`src/rtl/pport_irq_pkg.sv`:
```
package pport_irq_pkg;

    // One bit per interrupt source; order matches mask bits 7..3 of control
    typedef struct packed {
        logic disc;
        logic chg;
        logic bin;
        logic bout;
        logic fault;
    } src_t;

    typedef struct packed {
        src_t mask;
        logic rsvd;
        logic comp_en;
        logic auto_en;
    } ctrl_t;

    localparam logic [7:0] CTRL_RESET = 8'hFB;
    localparam logic [2:0] MODE_ECP   = 3'b011;

    typedef enum logic [1:0] {
        SEL_CTRL = 2'd0,
        SEL_PEND = 2'd1,
        SEL_DATA = 2'd2,
        SEL_NONE = 2'd3
    } reg_sel_e;

    function automatic logic any_unmasked(input src_t pend, input src_t mask);
        logic [4:0] p;
        logic [4:0] m;
        p = pend;
        m = mask;
        return |(p & ~m);
    endfunction

endpackage

```
`src/rtl/ppic_sync.sv`:
```
module ppic_sync #(
    parameter int W = 6
) (
    input  logic         clk,
    input  logic         rst,
    input  logic [W-1:0] raw,
    output logic [W-1:0] level,
    output logic [W-1:0] rise,
    output logic [W-1:0] fall
);
    logic [W-1:0] meta_q;
    logic [W-1:0] sync_q;
    logic [W-1:0] prev_q;

    always_ff @(posedge clk) begin
        if (rst) begin
            meta_q <= '0;
            sync_q <= '0;
            prev_q <= '0;
        end else begin
            meta_q <= raw;
            sync_q <= meta_q;
            prev_q <= sync_q;
        end
    end

    assign level = sync_q;

    for (genvar i = 0; i < W; i++) begin : g_edge
        assign rise[i] = sync_q[i] & ~prev_q[i];
        assign fall[i] = ~sync_q[i] & prev_q[i];
    end
endmodule

```
`src/rtl/ppic_timeout.sv`:
```
module ppic_timeout #(
    parameter int TIMEOUT = 1000000
) (
    input  logic clk,
    input  logic rst,
    input  logic all_high,
    output logic fire
);
    localparam int CW = $clog2(TIMEOUT + 1);
    localparam logic [CW-1:0] LIMIT = CW'(TIMEOUT);
    localparam logic [CW-1:0] LAST  = CW'(TIMEOUT - 1);

    logic [CW-1:0] cnt_q;

    always_ff @(posedge clk) begin
        if (rst || !all_high) begin
            cnt_q <= '0;
        end else if (cnt_q != LIMIT) begin
            cnt_q <= cnt_q + 1'b1;
        end
    end

    // Fires once: the counter parks at LIMIT until a line goes low
    assign fire = all_high && (cnt_q == LAST);
endmodule

```
`src/rtl/ppic_regs.sv`:
```
module ppic_regs
    import pport_irq_pkg::*;
(
    input  logic       clk,
    input  logic       rst,
    input  logic       wr,
    input  logic [1:0] addr,
    input  logic [7:0] wdata,
    input  src_t       events,
    input  logic       act_strobe,
    output logic [7:0] rdata,
    output ctrl_t      ctrl,
    output src_t       pend,
    output logic [7:0] data,
    output logic       act_seen,
    output logic       locked
);
    reg_sel_e sel;
    logic [4:0] clr;
    logic [4:0] ev_v;
    logic [4:0] pend_v;

    assign sel    = reg_sel_e'(addr);
    assign locked = ctrl.auto_en | act_seen;
    assign clr    = (wr && sel == SEL_PEND && !locked) ? wdata[4:0] : 5'd0;
    assign ev_v   = events;
    assign pend_v = pend;

    always_ff @(posedge clk) begin
        if (rst) begin
            ctrl     <= ctrl_t'(CTRL_RESET);
            pend     <= '0;
            data     <= '0;
            act_seen <= 1'b0;
        end else begin
            if (act_strobe && ctrl.auto_en) act_seen <= 1'b1;
            if (wr && sel == SEL_CTRL) ctrl <= ctrl_t'(wdata);
            if (wr && sel == SEL_DATA && !locked) data <= wdata;
            pend <= src_t'((pend_v & ~clr) | ev_v);
        end
    end

    always_comb begin
        unique case (sel)
            SEL_CTRL: rdata = ctrl;
            SEL_PEND: rdata = {3'b000, pend_v};
            SEL_DATA: rdata = data;
            default:  rdata = 8'h00;
        endcase
    end
endmodule

```
`src/rtl/pport_irq_ctrl.sv`:
```
module pport_irq_ctrl
    import pport_irq_pkg::*;
#(
    parameter int LINES     = 5,
    parameter int FAULT_BIT = 1,
    parameter int TIMEOUT   = 1000000
) (
    input  logic             clk,
    input  logic             rst,
    input  logic             reg_wr,
    input  logic [1:0]       reg_addr,
    input  logic [7:0]       reg_wdata,
    output logic [7:0]       reg_rdata,
    input  logic [2:0]       port_mode,
    input  logic [LINES-1:0] periph_lines,
    input  logic             periph_logic_high,
    input  logic             bulk_in_avail,
    input  logic             bulk_out_empty,
    input  logic             auto_activity,
    output logic             irq,
    output logic             compress_en,
    output logic             auto_mode
);
    localparam int SW = LINES + 1;   // lines plus logic-high at the top

    logic [SW-1:0] s_level;
    logic [SW-1:0] s_rise;
    logic [SW-1:0] s_fall;
    logic          tmo_fire;
    logic          bin_prev_q;
    logic          bout_prev_q;
    src_t          events;
    ctrl_t         ctrl_q;
    src_t          pend_q;
    logic [7:0]    data_q;
    logic          act_seen_q;
    logic          locked;

    ppic_sync #(.W(SW)) u_sync (
        .clk   (clk),
        .rst   (rst),
        .raw   ({periph_logic_high, periph_lines}),
        .level (s_level),
        .rise  (s_rise),
        .fall  (s_fall)
    );

    ppic_timeout #(.TIMEOUT(TIMEOUT)) u_tmo (
        .clk      (clk),
        .rst      (rst),
        .all_high (&s_level),
        .fire     (tmo_fire)
    );

    always_ff @(posedge clk) begin
        if (rst) begin
            bin_prev_q  <= 1'b0;
            bout_prev_q <= 1'b0;
        end else begin
            bin_prev_q  <= bulk_in_avail;
            bout_prev_q <= bulk_out_empty;
        end
    end

    always_comb begin
        events.disc  = s_fall[SW-1] | tmo_fire;
        events.chg   = |(s_rise | s_fall);
        events.bin   = bulk_in_avail & ~bin_prev_q;
        events.bout  = bulk_out_empty & ~bout_prev_q;
        events.fault = s_fall[FAULT_BIT] && (port_mode == MODE_ECP);
    end

    ppic_regs u_regs (
        .clk        (clk),
        .rst        (rst),
        .wr         (reg_wr),
        .addr       (reg_addr),
        .wdata      (reg_wdata),
        .events     (events),
        .act_strobe (auto_activity),
        .rdata      (reg_rdata),
        .ctrl       (ctrl_q),
        .pend       (pend_q),
        .data       (data_q),
        .act_seen   (act_seen_q),
        .locked     (locked)
    );

    assign irq         = any_unmasked(pend_q, ctrl_q.mask);
    assign compress_en = ctrl_q.comp_en;
    assign auto_mode   = ctrl_q.auto_en;
endmodule

```
`config.mk`:
```
export PLATFORM = sky130hd
export DESIGN_NAME = pport_irq_ctrl
export DESIGN_NICKNAME = d
export VERILOG_FILES = /design/src/rtl/pport_irq_pkg.sv /design/src/rtl/ppic_sync.sv /design/src/rtl/ppic_timeout.sv /design/src/rtl/ppic_regs.sv /design/src/rtl/pport_irq_ctrl.sv
export SDC_FILE = /design/constraint.sdc
export NUM_CORES = 1
export LEC_CHECK = 0
export ABC_AREA = 1
export BUFFER_PORTS_ARGS = -buffer_cell sky130_fd_sc_hd__buf_4
export CAP_MARGIN = 5
export CORE_MARGIN = 2
export CORE_UTILIZATION = 40
export CTS_CLUSTER_SIZE = 8
export DETAILED_ROUTE_END_ITERATION = 7
export PLACE_DENSITY = 0.68
export SLEW_MARGIN = 10
export SYNTH_ARGS = -nofsm -noshare
export SYNTH_HDL_FRONTEND = slang
export SYNTH_HIERARCHICAL = 1
export SYNTH_SLANG_ARGS = --single-unit
```
`constraint.sdc`:
```
create_clock -name clk -period 3.49 [get_ports clk]
set_clock_uncertainty 0.1 [all_clocks]
set_input_delay 0.698 -clock clk [delete_from_list [all_inputs] [get_ports clk]]
set_output_delay 0.698 -clock clk [all_outputs]
set_load 0.02 [all_outputs]
```
# Yosys cells after proc, flatten, opt, wreduce, memory -nomap -nowiden
# Index checks and enable logic that the tools add are counted.
[classes] addsub=1 eq_ne=5 muxes=2 n_bitwise=36 reduce_logical=15
[ops] cell="8-bit one-hot mux with 3 select lines" count=1
[ops] cell="20-bit by 1-bit adder with 20-bit output (second input constant)" count=1
[ops] cell="20-bit equality test (second input constant)" count=1
[ops] cell="20-bit != test (second input constant)" count=1
[ops] cell="1-bit bitwise AND" count=14
[ops] cell="1-bit NOT" count=14
[ops] cell="5-bit bitwise AND" count=2
[ops] cell="5-bit NOT" count=2
[ops] cell="1-bit logical AND" count=8
[ops] cell="6-bit OR" count=1
[ops] cell="6-bit AND reduction" count=1
[ops] cell="6-bit OR reduction" count=1
[ops] cell="5-bit 2-to-1 mux" count=1
[ops] cell="5-bit OR" count=1
[ops] cell="5-bit OR reduction" count=1
[ops] cell="3-bit by 2-bit equality test with 1-bit output (second input constant)" count=1
[ops] cell="2-bit by 1-bit equality test with 1-bit output (second input constant)" count=1
[ops] cell="2-bit equality test (second input constant)" count=1
[ops] cell="1-bit logical NOT" count=2
[ops] cell="2-bit logical NOT" count=1
[ops] cell="1-bit OR" count=2
[ops] cell="1-bit logical OR" count=1
[totals] regBits=62 inputBits=25 output_inout_bits=11 elab_cells=80

# Logic depth before layout (Yosys ltp)
# Gate-level depths: netlist (run 1).
[depth] depth_word=7 mapped_depth=9 depth_no_buf=9

# Modules after synthesis
# Netlist (run 1), hierarchy kept.
[by_module_without_submodules] mod="ppic_timeout" instances=1 cells_each=190 area_per_inst_um2=1218.7 seq_area_each_um2=400.4
[by_module_without_submodules] mod="ppic_regs" instances=1 cells_each=128 area_per_inst_um2=945.9 seq_area_each_um2=440.4
[by_module_without_submodules] mod="ppic_sync" instances=1 cells_each=74 area_per_inst_um2=589.3 seq_area_each_um2=360.3
[by_module_without_submodules] mod="pport_irq_ctrl" instances=1 cells_each=39 area_per_inst_um2=193.9 seq_area_each_um2=40.0

# Worst setup path after synthesis (run 1)
# No wires, ideal clock.
[synth_path] kind="input-to-output" startpoint="input reg_addr[0]" endpoint="output reg_rdata[0]" t_arrival_ns=1.298 required_time_ns=2.692 path_slack_ns=1.394 path_stages=3 path_buffers=0 cell_sequence="nor2_4 inv_1 o211ai_1"
[synth_via] elab_chain_len=2 elab_cells_between_ends=4 cone_classes="eq/ne: 2; mux: 1; reduce/logical: 1"
[synth_lines] element="start: declaration" line="pport_irq_ctrl.sv:11" text="input logic [1:0] reg_addr,"
[synth_lines] element="2-bit equality test (tied with other cells)" line="ppic_regs.sv:44" text="unique case (sel)"
[synth_lines] element="8-bit one-hot mux with 3 select lines *" line="ppic_regs.sv:44"
[synth_lines] element="end: declaration" line="pport_irq_ctrl.sv:13" text="output logic [7:0] reg_rdata,"
# Every way passes the cells marked *; elsewhere a longest branch is shown, timed or not.

# Final worst setup path (run 1)
# Ends and elaborated chain as after synthesis.

==> results.py, run 1 <==
metrics = {
    "status": {
        "status": "finished, final reports clean",
    },
    "detailed_routing": {
        "vias": 2668,
        "drc_errors": 0,
        "drt-vias-per-instance": 4.64,
        "post_drt_wl_per_cell_um": 10.7,
        "drt_pre_antenna_iters": 4,
        "drt-total-wl_um": 6150,
        "drtIter0Drc": 131,
        "drtAntennaViolNets": 0,
    },
    "sta": {
        "period_minus_slack_ns": 2.32,
        "rsz0062_at_grt": "no",
        "fmax_mhz": 431,
        "finalSetupViolations": 0,
        "worst_pin_slew_ns": 0.452,
        "worst_hold_slack_ns": 0.302,
        "hold_violations": 0,
        "fin_crit_sh_pct": 66.5,
        "slew_violations": 0,
        "fin_setup_tns_ns": 0,
        "max_slew_margin_pct": 69.8,
    },
    "floorplanning": {
        "die_w_um": 89.8,
        "dieHeight_um": 89.8,
        "start_util_pct": 41.0,
        "io_pins": 36,
        "core_region_area_mm2": 0.00718,
        "die-area_mm2": 0.00806,
        "rows": 31,
    },
    "critical_path": {
        "cp_data_required_time_ns": 2.69,
        "critPathLaunch": "reg_addr[0]",
        "rr_startpoint": "u_tmo/cnt_q[14]$_SDFFE_PP0P_",
        "arrival_ns": 1.52,
        "worst-setup-path-type": "input pin to primary output",
        "start_kind": "input pin",
        "cp-end-kind": "primary output",
        "path_max_fanout": 10,
    },
    "synth": {
        "syn_avg_cell_area_um2": 6.85,
        "synth.cell_area_mm2": 0.00294,
        "yosys_warnings": 6,
        "syn_nets": 457,
        "synthCells": 430,
    },
    "power_and_ir_drop": {
        "p_per_area_mw_per_mm2": 437,
        "total_power_w": 0.00153,
        "power_leakage_nw": 1.49,
        "vdd_drop_max_uv": 219,
    },
    "final_layout": {
        "drive_gt1_share_pct": 18.1,
        "area_growth_pct": 19.0,
        "fillerInstances": 735,
        "final_core_util_pct": 48.8,
        "fin_nets": 498,
        "register_area_mm2": 0.00124,
        "multi_input_area_mm2": 0.00137,
        "diodes": 0,
    },
    "global_routing": {
        "antenna_found_initial": 0,
        "grt_pass1_vias": 2430,
        "overflow": 0,
        "track_usage_pct": 16.0,
        "grt_max_degree": 29,
        "grt_pass1_wl_um": 10600,
    },
    "clock_network": {
        "cts.repair.resized": 0,
        "numCtsBuffers": 9,
        "clkSinkCount": 62,
        "cts_tree": "yes",
        "path_clk_slew_ns": 0.07,
        "hold_buffers": 0,
        "root_buffer": "clkbuf_8",
        "postCtsSetupBuffers": 0,
        "clk_latency_ns": 0.34,
        "clockBufferDepth": 2,
        "h-tree-depth": 3,
    },
    "placement": {
        "place_hpwl_um": 4410,
        "port_buffers": 35,
        "finalWeightedCongestion": 0.859,
    },
    "run": {
        "max_cap_violations": 0,
    },
    "worst_hold_path": {
        "min_from": "u_sync/meta_q[4]$_SDFF_PP0_",
        "hold_path.class": "flip-flop to flip-flop",
    },
}
==> stage by stage <==
stage | instances | setup WS, ns | area, um2
after floorplan | 430 | 1.39 | 2940
after global placement | 559 | 1.16 | 3290
after detailed placement | 559 | 1.16 | 3290
after CTS | 575 | 1.15 | 3500
after global routing | 575 | 1.07 | 3500
final | 575 | 1.17 | 3500
==> worst max-delay path, stage by stage <==
cell	delay [ns]
buf_4	0.12
inv_1	0.05
nor2_2	0.30
nand2_1	0.09
o211ai_1	0.10
buf_4	0.17
==> registers in the layout, indices dropped and copies added (netlist names) <==
name	cells
u_tmo/cnt_q	20
u_regs/ctrl	8
u_regs/data	8
u_sync/level	6
u_sync/meta_q	6
u_sync/prev_q	6
u_regs/pend	5
bin_prev_q	1
bout_prev_q	1
u_regs/act_seen	1
==> final cells by class <==
class                           instances  share of cell area (%)
Clock buffer                           10                    3.64
Clock inverter                          6                    2.46
Inverter                               74                    8.07
Multi-Input combinational cell        288                    39.2
Sequential cell                        62                    35.4
Tap cell                               99                    3.53
Timing Repair Buffer                   36                    7.71
==> layer usage <==
layer | share of wire [%] | vias to the layer above | global-route usage, % | routed length, um
li1 | - | 1416 | - | -
met1 | 47 | 1187 | 19.1 | 2900
met2 | 46 | 56 | 26.3 | 2820
met3 | 4.8 | 9 | 4.95 | 297
met4 | 2.0 | 0 | 7.82 | 123
met5 | 0 | - | 0 | 0
==> worst paths after layout <==
| path | to | slack (ns) | cells after the start |
|---|---|---|---|
| max | reg_rdata[0] | 1.17 | 6 |
| min | u_sync/level[4]$_SDFF_PP0_ | 0.30 | 2 |
| max reg2reg | u_regs/pend[4]$_SDFF_PP0_ | 1.84 | 9 |
| min reg2reg | u_sync/level[4]$_SDFF_PP0_ | 0.30 | 2 |
==> placed cells by master, fill, tap and decap left out, types with 2 or more instances in the layout <==
cell        n
nand3b_1    2
nand4_1    16
a21oi_1    22
nand3_1    24
nor2_2     11
nand2_1    80
nor2_1     90
inv_2      11
nand2_2     3
inv_1      61
o211ai_1    2
nor2_4      5
clkinv_2    2
dfxtp_1    62
buf_4      36
clkbuf_8    9
o21ai_0    20
clkinv_4    2
ha_1        2
a22o_1      3
bufinv_16   2
==> report_power, final <==
group	total (W)	internal, W	switching (W)
registers	0.000739	0.000727	0.0000120
logic	0.000112	0.0000498	0.0000619
clock network	0.000679	0.000401	0.000279
total	0.00153	0.00118	0.000353
Note: power is estimated with default switching activity, not from simulation.
==> run 2: changes to the inputs <==
clock period = 2.4 ns   (was 3.49 ns; I/O delays follow)
==> run 2 against run 1 <==
Count of clock-buffer cells in the layout did not move. Flip-flop and latch count did not move. Power rose by 47%. Non-clock buffer count did not move. Final cell count did not move. Clock power rose by 49%. Die area did not move. First-iteration DRC count rose by 18%. Sequential power rose by 46%.
==> results.py, run 2 (synthesis results as in run 1) <==
metrics = {
    "placement": {
        "dp_cells": 559,
        "port_buffers": 35,
        "place_area_mm2": 0.00329,
        "finalWeightedCongestion": 0.858,
        "place_hpwl_um": 4420,
    },
    "power_and_ir_drop": {
        "power_leakage_nw": 1.49,
        "vdd_drop_max_uv": 327,
        "p_per_area_mw_per_mm2": 641,
    },
    "worst_hold_path": {
        "hold_path_end": "u_sync/meta_q[5]$_SDFF_PP0_",
        "hold-path-cell-count": 3,
        "hold_path.class": "input pin to flip-flop",
        "min_from": "periph_logic_high",
    },
    "detailed_routing": {
        "drt-vias-per-instance": 4.64,
        "drtIter0Drc": 155,
        "post_drt_wl_per_cell_um": 10.5,
        "drt-total-wl_um": 6060,
        "drt_pre_antenna_iters": 5,
        "drc_errors": 0,
        "drtAntennaViolNets": 0,
        "vias": 2669,
    },
    "final_layout": {
        "instances_no_fill": 575,
        "fillerInstances": 732,
        "diodes": 0,
        "drive_gt1_share_pct": 18.1,
        "final_cell_area_mm2": 0.00351,
        "final_common_cell": "nor2_1",
        "final_cell_mix": "90 x nor2_1, 80 x nand2_1, 62 x dfxtp_1",
        "top_register": "u_tmo/cnt_q",
        "fin_nets": 498,
        "reg_top3": "u_tmo/cnt_q x20, u_regs/ctrl x8, u_regs/data x8",
        "largest_reg_flops": 20,
        "final_core_util_pct": 49.0,
        "area_growth_pct": 19.3,
    },
    "floorplanning": {
        "start_util_pct": 41.0,
        "die-area_mm2": 0.00806,
        "dieHeight_um": 89.8,
        "io_pins": 36,
        "die_w_um": 89.8,
        "rows": 31,
        "core_region_area_mm2": 0.00718,
    },
    "sta": {
        "hold_violations": 0,
        "worst_pin_slew_ns": 0.432,
        "max_slew_margin_pct": 71.2,
        "finalSetupViolations": 0,
        "fin_crit_sh_pct": 79.3,
        "slew_violations": 0,
        "period_minus_slack_ns": 1.90,
        "fmax_mhz": 525,
        "rsz0062_at_grt": "no",
        "fin_setup_tns_ns": 0,
    },
    "critical_path": {
        "crit_chain": "buf_4, inv_1, nor2_2, nand2_1, o211ai_1, buf_4",
        "cp-end-kind": "primary output",
        "arrival_ns": 1.32,
        "rr_startpoint": "u_tmo/cnt_q[14]$_SDFFE_PP0P_",
        "cpPeakStageDelay_ns": 0.32,
        "rr_endpoint": "u_regs/pend[4]$_SDFF_PP0_",
        "critPathMostFrequentCell": "buf_4",
        "worst_r2r_path_depth": 9,
        "crit_family": "simple AND/OR/NAND/NOR gates",
        "path_buf_inv": 3,
        "start_kind": "input pin",
        "cp_slowest_cell": "nor2_2",
        "worst-setup-path-type": "input pin to primary output",
        "r2r_slack_ns": 0.78,
        "path_max_fanout": 10,
        "cp_data_required_time_ns": 1.82,
    },
    "clock_network": {
        "clk_latency_ns": 0.34,
        "path_clk_slew_ns": 0.07,
        "clockBufferDepth": 2,
        "root_buffer": "clkbuf_8",
        "cts_tree": "yes",
        "h-tree-depth": 3,
        "cts.repair.resized": 0,
        "clkSinkCount": 62,
        "hold_buffers": 0,
        "postCtsSetupBuffers": 0,
        "numCtsBuffers": 9,
    },
    "global_routing": {
        "grt_max_degree": 29,
        "track_usage_pct": 16.0,
        "grt_pass1_vias": 2395,
        "grt_pass1_wl_um": 10600,
        "antenna_found_initial": 0,
        "overflow": 0,
    },
    "status": {
        "status": "finished, final reports clean",
    },
    "run": {
        "max_cap_violations": 0,
    },
}
-- run 2: per-layer routing --
layer / wire length (um) / track usage [%] / part of all wire (%)
met1: 2890 / 19.9 / 48
met2: 2740 / 25.8 / 45
met3: 301 / 4.61 / 5.0
met4: 126 / 7.31 / 2.1
met5: 0 / 0 / 0
-- run 2: layout make-up --
type	instances	area [um2]	area share, %
flip-flops and latches	62	1240	35.3
clock buffers	10	128	3.63
multi-input cells	288	1370	39.1
well taps	99	124	3.53
clock inverters	6	95.1	2.71
inverters	74	283	8.05
repair buffers	36	270	7.69
-- run 2: worst min-delay path: stages --
cell	delay (ns)
buf_4	0.07
inv_1	0.03
nor2_1	0.06
-- run 2: stage by stage --
stage,total power (W),setup WS (ns),hold slack [ns]
floorplan,0.00119,0.740,0.288
global placement,0.00126,0.510,0.290
detailed placement,0.00126,0.477,0.294
CTS,0.00228,0.476,0.219
global route,0.00235,0.393,0.234
finish,0.00225,0.496,0.240
-- run 2: report_power, final --
group / switching, W / internal (W) / total (W)
Sequential: 0.0000180 / 0.00106 / 0.00108
Combinational: 0.0000902 / 0.0000725 / 0.000163
Clock: 0.000420 / 0.000594 / 0.00101
Total: 0.000529 / 0.00172 / 0.00225
-- run 2: worst max-delay path by stage --
| stage | from | to | slack, ns | depth (start not counted) |
|---|---|---|---|---|
| after global routing | reg_addr[0] | reg_rdata[0] | 0.39 | 6 |
| after detailed placement | reg_addr[0] | reg_rdata[0] | 0.48 | 6 |
| after global placement | reg_addr[0] | reg_rdata[0] | 0.51 | 6 |
| final | reg_addr[0] | reg_rdata[0] | 0.50 | 6 |
| after floorplan | reg_addr[0] | reg_rdata[0] | 0.74 | 3 |
| after CTS | reg_addr[0] | reg_rdata[0] | 0.48 | 6 |
